**src/rtl/sc_pkg.sv**
```systemverilog
package sc_pkg;
  typedef enum logic {
    ADV_RISE = 1'b0,
    ADV_FALL = 1'b1
  } adv_edge_e;

  localparam int unsigned SC_DEF_SUBS = 8;
endpackage

```
**src/rtl/sc_phase_edge.sv**
```systemverilog
module sc_phase_edge
  import sc_pkg::*;
#(
  parameter adv_edge_e EDGE = ADV_RISE
) (
  input  logic clk_i,
  input  logic rst_ni,
  input  logic phase_i,
  output logic adv_o
);
  logic phase_q;

  always_ff @(posedge clk_i or negedge rst_ni) begin
    if (!rst_ni) phase_q <= 1'b0;
    else         phase_q <= phase_i;
  end

  // combinational detect: ring moves on the same edge that first sees the phase
  generate
    if (EDGE == ADV_RISE) begin : g_rise
      assign adv_o = phase_i & ~phase_q;
    end else begin : g_fall
      assign adv_o = ~phase_i & phase_q;
    end
  endgenerate
endmodule

```
**src/rtl/sc_ring.sv**
```systemverilog
module sc_ring #(
  parameter int unsigned NUM_SUBS = 8
) (
  input  logic                clk_i,
  input  logic                rst_ni,
  input  logic                adv_i,
  input  logic                load_i,
  output logic [NUM_SUBS-1:0] ring_o
);
  localparam logic [NUM_SUBS-1:0] FIRST = NUM_SUBS'(1);

  logic [NUM_SUBS-1:0] ring_q, ring_d;

  always_comb begin
    ring_d = ring_q;
    if (adv_i) begin
      if (load_i) ring_d = FIRST;
      else        ring_d = {ring_q[NUM_SUBS-2:0], ring_q[NUM_SUBS-1]};
    end
  end

  always_ff @(posedge clk_i or negedge rst_ni) begin
    if (!rst_ni) ring_q <= '0;
    else         ring_q <= ring_d;
  end

  assign ring_o = ring_q;
endmodule

```
**src/rtl/sc_lock_mon.sv**
```systemverilog
module sc_lock_mon (
  input  logic clk_i,
  input  logic rst_ni,
  input  logic adv_i,
  input  logic sync_i,
  input  logic last_i,
  output logic locked_o,
  output logic err_o
);
  logic locked_q, err_q, take;

  assign take = adv_i & sync_i;

  always_ff @(posedge clk_i or negedge rst_ni) begin
    if (!rst_ni) begin
      locked_q <= 1'b0;
      err_q    <= 1'b0;
    end else begin
      locked_q <= locked_q | take;
      err_q    <= take & locked_q & ~last_i;
    end
  end

  assign locked_o = locked_q;
  assign err_o    = err_q;
endmodule

```
**src/rtl/sc_recover.sv**
```systemverilog
module sc_recover
  import sc_pkg::*;
#(
  parameter int unsigned NUM_SUBS = SC_DEF_SUBS,
  parameter adv_edge_e   EDGE     = ADV_RISE
) (
  input  logic                clk_i,
  input  logic                rst_ni,
  input  logic                clk1_i,
  input  logic                sync_i,
  output logic [NUM_SUBS-1:0] sub_o,
  output logic                locked_o,
  output logic                resync_err_o
);
  localparam int unsigned LAST = NUM_SUBS - 1;

  logic                adv;
  logic [NUM_SUBS-1:0] ring;

  sc_phase_edge #(.EDGE(EDGE)) u_edge (
    .clk_i  (clk_i),
    .rst_ni (rst_ni),
    .phase_i(clk1_i),
    .adv_o  (adv)
  );

  sc_ring #(.NUM_SUBS(NUM_SUBS)) u_ring (
    .clk_i (clk_i),
    .rst_ni(rst_ni),
    .adv_i (adv),
    .load_i(sync_i),
    .ring_o(ring)
  );

  sc_lock_mon u_mon (
    .clk_i   (clk_i),
    .rst_ni  (rst_ni),
    .adv_i   (adv),
    .sync_i  (sync_i),
    .last_i  (ring[LAST]),
    .locked_o(locked_o),
    .err_o   (resync_err_o)
  );

  assign sub_o = ring;
endmodule

```
**config.mk**
```make
export PLATFORM = sky130hd
export DESIGN_NAME = sc_recover
export DESIGN_NICKNAME = d
export VERILOG_FILES = /design/src/rtl/sc_pkg.sv /design/src/rtl/sc_phase_edge.sv /design/src/rtl/sc_ring.sv /design/src/rtl/sc_lock_mon.sv /design/src/rtl/sc_recover.sv
export SDC_FILE = /design/constraint.sdc
export NUM_CORES = 1
export LEC_CHECK = 0
export BUFFER_PORTS_ARGS = -buffer_cell sky130_fd_sc_hd__clkbuf_2
export CAP_MARGIN = 30
export CORE_MARGIN = 2
export CORE_UTILIZATION = 24
export DETAILED_ROUTE_END_ITERATION = 8
export GPL_ROUTABILITY_DRIVEN = 0
export REMOVE_ABC_BUFFERS = 1
export SYNTH_ARGS = -nofsm -noshare
export SYNTH_HDL_FRONTEND = slang
export SYNTH_HIERARCHICAL = 1
export SYNTH_SLANG_ARGS = --single-unit
```
**constraint.sdc**
```tcl
create_clock -name clk_i -period 1.03 [get_ports clk_i]
set_input_delay 0.1545 -clock clk_i [delete_from_list [all_inputs] [get_ports clk_i]]
set_output_delay 0.1545 -clock clk_i [all_outputs]
set_load 0.005 [all_outputs]
```
=== After elaboration in Yosys (flattened, before gate mapping) ===
Index checks and enable logic that the tools add are counted.

* Logic and storage cells: 12
* Input port bits: 4
* Bits in registers: 11
* Output and inout port bits: 10

* Mux-type cells: 1
* Bitwise logic cells: 7

{| class="wikitable"
|+ Operators by type and width
! cell !! number
|-
| 8-bit two-way mux || 1
|-
| 1-bit AND || 4
|-
| 1-bit NOT || 2
|-
| 1-bit OR || 1
|}

=== Depth between registers and ports, before layout ===
Gate-level depths: netlist of run 1.

* Word-level depth: 5
* Depth in mapped cells: 4
* Gate-level depth less buffers: 3

=== Modules after synthesis ===
The synthesis of run 1 kept the hierarchy.

{| class="wikitable"
|+ By module, submodules not included
! module !! instances !! cells each !! sequential area each (µm²) !! area each (µm²)
|-
| sc_ring || 1 || 33 || 200.2 || 341.6
|-
| sc_lock_mon || 1 || 4 || 50.0 || 67.6
|-
| sc_phase_edge || 1 || 2 || 25.0 || 38.8
|}

=== Least setup slack after synthesis of run 1 ===
Ideal clock, no wire load.

* Kind: register to register
* Start point: register u_edge.phase_q
* End point: register u_ring.ring_q[5], in the netlist u_ring/ring_o[5]
* Setup slack: 0.125 ns
* Cell stages (with the launch flop): 5
* Buffers on the path: 1
* Required time: 0.947 ns
* Clock period less this slack: 0.905 ns
* Data arrival time: 0.822 ns
* Cells stage by stage: dfrtp_1 > nor2b_4 > buf_6 > nand3b_1 > o21ai_0

* Cells in the longest elaborated chain, start to end: 2

{| class="wikitable"
|+ RTL lines
! what !! line !! RTL
|-
| start: declaration || sc_phase_edge.sv:11 || <nowiki>logic phase_q;</nowiki>
|-
| start signal: assignment || sc_phase_edge.sv:15 || <nowiki>else phase_q <= phase_i;</nowiki>
|-
| 1-bit NOT || sc_phase_edge.sv:21 || <nowiki>assign adv_o = phase_i & ~phase_q;</nowiki>
|-
| 1-bit AND || sc_phase_edge.sv:21 ||
|-
| net adv || sc_recover.sv:17 || <nowiki>logic adv;</nowiki>
|-
| end signal: assignment || sc_ring.sv:24 || <nowiki>else ring_q <= ring_d;</nowiki>
|-
| end: declaration || sc_ring.sv:12 || <nowiki>logic [NUM_SUBS-1:0] ring_q, ring_d;</nowiki>
|}

The timed path passes the listed nets, and every way through them passes these cells.
A chain may end at the register's enable or synchronous reset.

=== Worst setup path in the final report of run 1 ===
* Start point: register u_ring.ring_q[7], in the netlist u_ring/ring_o[7]
* End point: output sub_o[7]

{| class="wikitable"
|+ RTL lines
! what !! line !! RTL
|-
| end: declaration || sc_recover.sv:11 || <nowiki>output logic [NUM_SUBS-1:0] sub_o,</nowiki>
|}

No word-level cell between the ends.

==> results of run 1 <==
==> cell usage after synthesis <==
library cell  count  area, µm²
nand3b_1          7       52.6
nor2_1            2       7.51
and4b_1           1       10.0
nor2b_4           1       13.8
dfrtp_1          11        275
a21oi_2           1       8.76
inv_1             7       26.3
buf_6             1       11.3
a21o_1            1       7.51
o21ai_0           7       35.0
==> metal layers <==
layer	track usage [%]	share of wire [%]
met5	0	0
met4	1.67	0
met3	5.77	6.2
met2	12.9	44
met1	11.5	50
==> final timing paths <==
kind                            cells past startpoint             start  slack (ps)               end
worst max-delay path                                1  u_ring/ring_o[7]          80          sub_o[7]
min in group asynchronous                           2            rst_ni         300  u_ring/ring_o[2]
max in group asynchronous                           2            rst_ni         510  u_ring/ring_o[5]
worst min register to register                      1    u_mon/locked_o         480    u_mon/locked_o
worst max register to register                      4    u_edge/phase_q         120  u_ring/ring_o[5]
worst min-delay path                                1            clk1_i          30    u_edge/phase_q
==> worst register-to-register path: stages, from the launching register on <==
cell,delay (ps)
dfrtp_1,390
nor2b_4,110
buf_4,160
nand3b_1,70
o21ai_0,80
==> logic make-up (layout without fill, tap and decap cells) <==
group           after synthesis  after routing  share of synthesized area, %
compound gates                9              9                          11.5
simple gates                 11             11                          18.7
flops                        11             11                          61.5
buf+inv                       8             27                          8.38
==> state kept, by name, indices dropped and copies added, names as in the netlist <==
name            count
u_edge/phase_q      1
u_mon/err_o         1
u_mon/locked_o      1
u_ring/ring_o       8
==> placed cells by master (no fill, tap or decap), drive strengths merged <==
master and instances:
inv 7, a21oi 1, dlygate4sd3 1, buf 2, nand3b 7, clkbuf 17
o21ai 7, nor2b 1, dfrtp 11, a21o 1, nor2 2, and4b 1
==> final cells by class <==
cell class / count / area, µm²
tap: 25 / 31.3
inverter: 7 / 26.3
timing repair buffer: 16 / 90.1
sequential: 11 / 275
fill: 193 / 1160
clock buffer: 4 / 26.3
multi-input combinational: 20 / 135
==> power by group <==
group	switching, mW	internal, mW
clock network	0.134	0.150
registers	0.0207	0.461
logic	0.0490	0.0493
total	0.204	0.660
==> per-stage QoR <==
step	cells	area [µm²]	total power [mW]	setup WS (ps)	hold slack [ps]
after floorplan	38	437	0.529	116	-141
after global placement	78	548	0.587	147	46.4
after detailed placement	78	548	0.590	133	44.2
after CTS	83	584	0.885	66.5	21.7
after global routing	83	584	0.918	39.7	20.0
final	83	584	0.864	81.8	29.2
==> impl_results.md, run 1 <==
* TritonCTS Buffers at 3
* I/O Buffers at 13
* Critical Path AT at 790 ps
* Total negative slack at 0 ps
* Hold Crit Class: in -> reg
* Max FO, Critical Path at 4
* CTS Hold Bufs at 1
* CP Launch Type: flop
* PD cells at 1480 mW/mm²
* Std-Cell Core Area at 0.00175 mm²
* Max incr delay on CP at 410 ps
* Crit path cell chain: clkbuf_2
* Setup bufs post-CTS at 0
* Clk sink count at 11
* Leakage at 0.275 nW
* CTS tree: built
* Die footprint at between 0.002 and 0.0025 mm²
* Clk_lat worst skew at 260 ps
* CTS Buffer Depth at 2
* Diodes inserted at 0
* Synth warnings at 6
* Worst Skew at 2.84 ps
* Final setup violation count at 0
* Tot GR Track Use at under 10%
* Crit path time final at around 950 ps
* Row count at 15
* CTS Root Cell: clkbuf_4
* Total wire length at 791 µm
* Routed vias at 328
* Worst setup path class: reg -> out
* Yosys reg bits at 11
* Boundary Pins at 14
* Total grt overflow at 0
* Slew Viols, Final at 0
* Clock transition at the registers of the reported paths at 70 ps
* Worst slew pin tran at 278 ps
* Final Cycle Share at 92.1%
* Post-CTS resize count at 0
* Fmax at about 1100 MHz
* CP endpoint kind: primary output
* DRT antenna net count at 0
* Initial core utilization at ~26%
* H-tree depth at 1
* Layout net count at 63
* Delay-heaviest family, CP: flip-flops
* Area grow syn2layout at 30.4%
* Status: completed
* TritonRoute pass-1 iters at 4
* Die X at 47.2 µm
* Hold Fails Final Rpt at 0
* DR iter-0 viols at 6
* Largest net degree at the start of global routing at 12
* Mean Syn Cell Area at about 11 µm²
* WP data required at 880 ps
* Worst VDD drop at approximately 0.0006 V
* Routed wire per std cell at between 9 and 10 µm
* DRC viols at 0
* Fraction of layout cells with a size suffix above 1 at 34.5%
* Vias in the first global route at 298
* DP HPWL at 591 µm
* Count of different cell masters after synthesis at 10
* DIE HEIGHT at between 40 and 50 µm
* Post-Syn Area at 448 µm²
* Slew headroom at between 80 and 90%
* Seq/Total Area, Yosys at 61.5%
* Crit path max-delay cell type: dfrtp_1
* Vias per cell at 3.95
* First-pass GRT wire length at between 1000 and 1500 µm
* Unrepaired setup endpoints after global routing: false
* Max-cap viol count at 0
* Initial antenna violation count at 0
* Mapped Cells at 39
* CP bufs+invs at 1
* Final core utilization at 33.5%
(Power assumes the default switching activity.)
==> inputs of run 2 (changes only) <==
--- a/config.mk
+++ b/config.mk
@@ -7,7 +7,6 @@
 export LEC_CHECK = 0
 export BUFFER_PORTS_ARGS = -buffer_cell sky130_fd_sc_hd__clkbuf_2
 export CAP_MARGIN = 30
-export CORE_MARGIN = 2
 export CORE_UTILIZATION = 24
 export DETAILED_ROUTE_END_ITERATION = 8
 export GPL_ROUTABILITY_DRIVEN = 0
==> impl_results.md, run 2 (synthesized netlist as in run 1, its figures left out) <==
* Multi-input gate area at 135 µm² (unchanged)
* Clk_lat worst skew at 260 ps (about the same)
* Worst slack, placed at 18.6 ps (-114 ps)
* Crit path max-delay cell type: dfrtp_1
* Reg-to-reg endpoint: u_mon/err_o
* Hold Crit Class: in -> reg
* Clock transition at the registers of the reported paths at 70 ps (about the same)
* CTS Root Cell: clkbuf_4
* Final Cycle Share at 90.8% (-1.3 points)
* DP HPWL at 532 µm (-10%)
* Max-cap viol count at 0 (unchanged)
* Slew Viols, Final at 0 (unchanged)
* I/O Buffers at 13 (unchanged)
* Diodes inserted at 0 (unchanged)
* Layout net count at 63 (unchanged)
* Crit path cell chain: clkbuf_2
* Worst setup path class: reg -> out
* Crit path time final at 935 ps (-12.9 ps)
* DR iter-0 viols at 1 (-5)
* Die footprint at 0.00204 mm² (-8.3%)
* Fraction of layout cells with a size suffix above 1 at 34.5% (unchanged)
* Design area at 584 µm² (unchanged)
* Largest net degree at the start of global routing at 19 (+7)
* Register area at 275 µm² (unchanged)
* Tightest hold margin at 18.1 ps (-11.1 ps)
* Row count at 15 (unchanged)
* Final core utilization at 33.5% (unchanged)
* CP Launch Type: flop
* RR Startpoint: u_edge/phase_q
* Fmax at 1070 MHz (+1.4%)
* Delay-heaviest family, CP: flip-flops
* Leakage at 0.275 nW (unchanged)
* WP data required at 880 ps (about the same)
* PD cells at 1480 mW/mm² (about the same)
* Worst VDD drop at 0.000753 V (+27%)
* Hold Fails Final Rpt at 0 (unchanged)
* Worst Skew at 1.81 ps (-1.03 ps)
* Worst r2r path cells at 3 (-1)
* Final setup violation count at 0 (unchanged)
* Worst setup margin at 94.7 ps (+12.9 ps)
* First-pass GRT wire length at 1250 µm (-5.2%)
* Tot GR Track Use at 9.19% (+0.23 points)
* Vias per cell at 3.83 (-3.0%)
* Max incr delay on CP at 400 ps (about the same)
* Unrepaired setup endpoints after global routing: false
* Routed vias at 318 (-3.0%)
* DIE HEIGHT at 45.2 µm (-4.2%)
* Max FFs per register at 8 (unchanged)
* CTS Buffer Depth at 2 (unchanged)
* Worst hold stages at 1 (unchanged)
* Total wire length at 788 µm (-0.38%)
* Slew headroom at 81.9% (+0.40 points)
* CP endpoint kind: primary output
* Fillers at 188 (-2.6%)
* Worst hold endpoint: u_edge/phase_q
* H-tree depth at 1 (unchanged)
* Max FO, Critical Path at 4 (unchanged)
* DRC viols at 0 (unchanged)
* DP Area at 533 µm² (-2.7%)
* Pwr Total at 864 µW (about the same)
* DRT antenna net count at 0 (unchanged)
* Clk sink count at 11 (unchanged)
* Die X at 45.2 µm (-4.2%)
* Hold wc startpoint: clk1_i
* Routed wire per std cell at 9.49 µm (-0.38%)
* CP bufs+invs at 1 (unchanged)
* CTS tree: built
* Critical Path AT at 780 ps (about the same)
* TritonRoute pass-1 iters at 3 (-1)
* Total negative slack at 0 ps (unchanged)
* Boundary Pins at 14 (unchanged)
* Initial antenna violation count at 0 (unchanged)
* Layout Cells excl Fill at 83 (unchanged)
* Area grow syn2layout at 30.4% (unchanged)
* Total grt overflow at 0 (unchanged)
* Reg2Reg Setup Slack at 100 ps (-20 ps)
* Commonest non-fill, non-tap cell in the layout: clkbuf_2
* Std-Cell Core Area at 0.00175 mm² (unchanged)
* Vias in the first global route at 279 (-6.4%)
* Status: completed
* Initial core utilization at 25.7% (unchanged)
* Commonest cells after routing, fill and taps aside: clkbuf_2, dfrtp_1, inv_1, nand3b_1, o21ai_0
* Worst slew pin tran at 272 ps (-5.97 ps)
* # placed instances at 76 (-2.6%)
* TritonCTS Buffers at 3 (unchanged)
==> run 2: what timing repair did <==
action / 4_1_cts / 5_1_grt
hold endpoints to repair: 11 / 0
buffers inserted: 0 / 2
hold buffers: 1 / 0
setup endpoints to repair: 0 / 8
resized for setup: 0 / 0
==> run 2: final cells by class <==
class	count	area share, %
repair buffers	16	15.4
clock buffers	4	4.50
inverters	7	4.50
flip-flops and latches	11	47.1
multi-input cells	20	23.1
well taps	25	5.35
==> run 2: worst max path at each step <==
stage                startpoint                to  slack (ps)  depth (start not counted)
6_report       u_ring/ring_o[7]          sub_o[7]          90                          1
5_1_grt        u_ring/ring_o[1]          sub_o[1]          30                          1
4_1_cts          u_edge/phase_q  u_ring/ring_o[4]           7                          3
3_5_place_dp     u_edge/phase_q  u_ring/ring_o[4]          20                          2
3_3_place_gp     u_edge/phase_q       u_mon/err_o          60                          2
2_1_floorplan    u_edge/phase_q       u_mon/err_o         120                          2
==> run 2: where the power goes <==
group	total, mW	switching [mW]	internal [mW]
sequential	0.482	0.0209	0.461
clock	0.283	0.134	0.150
combinational	0.0988	0.0495	0.0493
==> run 2: layer usage <==
layer  global-route usage (%)  up-vias  share of wire (%)
met3                     6.00        0                3.7
met1                     11.4      145                 54
met5                        0        -                  0
li1                         -      166                  -
met4                     3.64        0                  0
met2                     12.5        7                 42
==> inputs of run 3 (changes only) <==
--- a/config.mk
+++ b/config.mk
@@ -5,11 +5,13 @@
 export SDC_FILE = /design/constraint.sdc
 export NUM_CORES = 1
 export LEC_CHECK = 0
+export ABC_CLOCK_PERIOD_IN_PS = 1070
 export BUFFER_PORTS_ARGS = -buffer_cell sky130_fd_sc_hd__clkbuf_2
 export CAP_MARGIN = 30
 export CORE_UTILIZATION = 24
 export DETAILED_ROUTE_END_ITERATION = 8
 export GPL_ROUTABILITY_DRIVEN = 0
+export MAX_ROUTING_LAYER = met4
 export REMOVE_ABC_BUFFERS = 1
 export SYNTH_ARGS = -nofsm -noshare
 export SYNTH_HDL_FRONTEND = slang
==> constraint.sdc (replaced) <==
create_clock -name clk_i -period 1.07 [get_ports clk_i]
set_input_delay 0.1605 -clock clk_i [delete_from_list [all_inputs] [get_ports clk_i]]
set_output_delay 0.1605 -clock clk_i [all_outputs]
set_load 0.005 [all_outputs]
==> impl_results.md, run 3 (synthesized netlist as in run 1, its figures left out) <==
* Status: completed
* CTS Root Cell: clkbuf_4
* Area grow syn2layout at 30.4% (unchanged)
* # placed instances at 76 (unchanged)
* Max FFs per register at 8 (unchanged)
* CTS Buffer Depth at 2 (unchanged)
* Die X at 45.2 µm (unchanged)
* Worst hold stages at 1 (unchanged)
* Max FO, Critical Path at 4 (unchanged)
* Hold Fails Final Rpt at 0 (unchanged)
* Total negative slack at 0 ps (unchanged)
* Routed vias at 320 (+0.63%)
* Initial antenna violation count at 0 (unchanged)
* Routed wire per std cell at 9.48 µm (-0.13%)
* Boundary Pins at 14 (unchanged)
* Commonest cells after routing, fill and taps aside: clkbuf_2, dfrtp_1, inv_1, nand3b_1, o21ai_0
* Worst slew pin tran at 272 ps (unchanged)
* Final setup violation count at 0 (unchanged)
* DRC viols at 0 (unchanged)
* Clock transition at the registers of the reported paths at 70 ps (about the same)
* Slew headroom at 81.9% (unchanged)
* DR iter-0 viols at 1 (unchanged)
* Clk_lat worst skew at 260 ps (about the same)
* Worst Skew at 1.82 ps (+0.00630 ps)
* WP data required at 910 ps (+30 ps)
* Hold Crit Class: in -> reg
* Delay-heaviest family, CP: flip-flops
* TritonRoute pass-1 iters at 3 (unchanged)
* Crit path cell chain: clkbuf_2
* WP depth at 1 (unchanged)
* Critical Path AT at 780 ps (about the same)
* Post-CTS resize count at 0 (unchanged)
* Layout Cells excl Fill at 83 (unchanged)
* Worst setup path class: reg -> out
* Crit path time final at 941 ps
* Unrepaired setup endpoints after global routing: false
* Fraction of layout cells with a size suffix above 1 at 34.5% (unchanged)
* Max incr delay on CP at 400 ps (about the same)
* Leakage at 0.275 nW (unchanged)
* CP endpoint kind: primary output
* CP Launch Type: flop
* DIE HEIGHT at 45.2 µm (unchanged)
* Clk sink count at 11 (unchanged)
* Largest net degree at the start of global routing at 19 (unchanged)
* Commonest non-fill, non-tap cell in the layout: clkbuf_2
* DRT antenna net count at 0 (unchanged)
* CP bufs+invs at 1 (unchanged)
* Initial core utilization at 25.7% (unchanged)
* Diodes inserted at 0 (unchanged)
* Slew Viols, Final at 0 (unchanged)
* Total wire length at 787 µm (-0.13%)
* Row count at 15 (unchanged)
* PD cells at 1420 mW/mm² (-3.8%)
* Tot GR Track Use at 9.47% (+0.28 points)
* Std-Cell Core Area at 0.00175 mm² (unchanged)
* H-tree depth at 1 (unchanged)
* Vias per cell at 3.86 (+0.63%)
* CTS tree: built
* Worst r2r path cells at 3 (unchanged)
* Reg2Reg Setup Slack at 140 ps (+40 ps)
* Max-cap viol count at 0 (unchanged)
* Vias in the first global route at 278 (-0.36%)
* Layout net count at 63 (unchanged)
* Die footprint at 0.00204 mm² (unchanged)
* Final Cycle Share at 88.0%
* Total grt overflow at 0 (unchanged)
* Crit path max-delay cell type: dfrtp_1
* Fmax at roughly 1100 MHz
* First-pass GRT wire length at 1250 µm (unchanged)
* DP HPWL at 532 µm (unchanged)
* I/O Buffers at 13 (unchanged)
* TritonCTS Buffers at 3 (unchanged)
* Worst VDD drop at 0.000725 V (-3.8%)
run 3: cell counts in the layout (fill, tap and decap cells not counted):
No cell type changed its count.
run 3: through the flow:
step / power (mW) / hold WS [ps] / util [%] / cell area [µm²] / setup WS, ps
final: 0.832 / 24.2 / 33.5 / 584 / 129
after global routing: 0.896 / 6.59 / 33.5 / 584 / 65.2
after CTS: 0.849 / 11.8 / 32.6 / 569 / 46.6
after detailed placement: 0.562 / 51.6 / 30.5 / 533 / 58.6
after global placement: 0.559 / 48.3 / 30.5 / 533 / 102
after floorplan: 0.510 / -135 / - / 437 / 156
run 3: worst reg2reg max path, delay by kind of cell, from the launching register on:
kind / cells / cell delay (ps)
flops: 1 / 390
buf+inv: 1 / 170
simple gates: 2 / 300
run 3: what timing repair did:
action / in CTS / in global routing
hold endpoints to repair: 11 / 0
setup endpoints to repair: 0 / 2
buffers inserted: 0 / 2
hold buffers: 1 / 0
run 3: per-layer routing:
| layer | vias to the layer above | GRT usage, % | share of wire, % |
|---|---|---|---|
| met1 | 145 | 11.4 | 54 |
| li1 | 166 | - | - |
| met3 | 2 | 6.00 | 3.8 |
| met2 | 7 | 12.5 | 42 |
| met5 | - | - | 0 |
| met4 | 0 | 3.64 | 0.64 |
run 3: worst paths after layout:
| path | startpoint | end |
|---|---|---|
| min in group asynchronous | rst_ni | u_ring/ring_o[2] |
| worst max-delay path | u_ring/ring_o[7] | sub_o[7] |
| worst min register to register | u_mon/locked_o | u_mon/locked_o |
| worst max register to register | u_edge/phase_q | u_mon/err_o |
| max in group asynchronous | rst_ni | u_ring/ring_o[6] |
| worst min-delay path | clk1_i | u_edge/phase_q |
run 3: layout make-up:
class	count	area, µm²
fillers	188	1160
flip-flops and latches	11	275
multi-input cells	20	135
repair buffers	16	90.1
well taps	25	31.3
clock buffers	4	26.3
inverters	7	26.3
run 3: power by group:
group	total (mW)	switching [mW]	internal (mW)	leakage, nW
logic	0.0951	0.0476	0.0475	0.120
clock network	0.272	0.128	0.144	0.0150
registers	0.464	0.0201	0.444	0.140
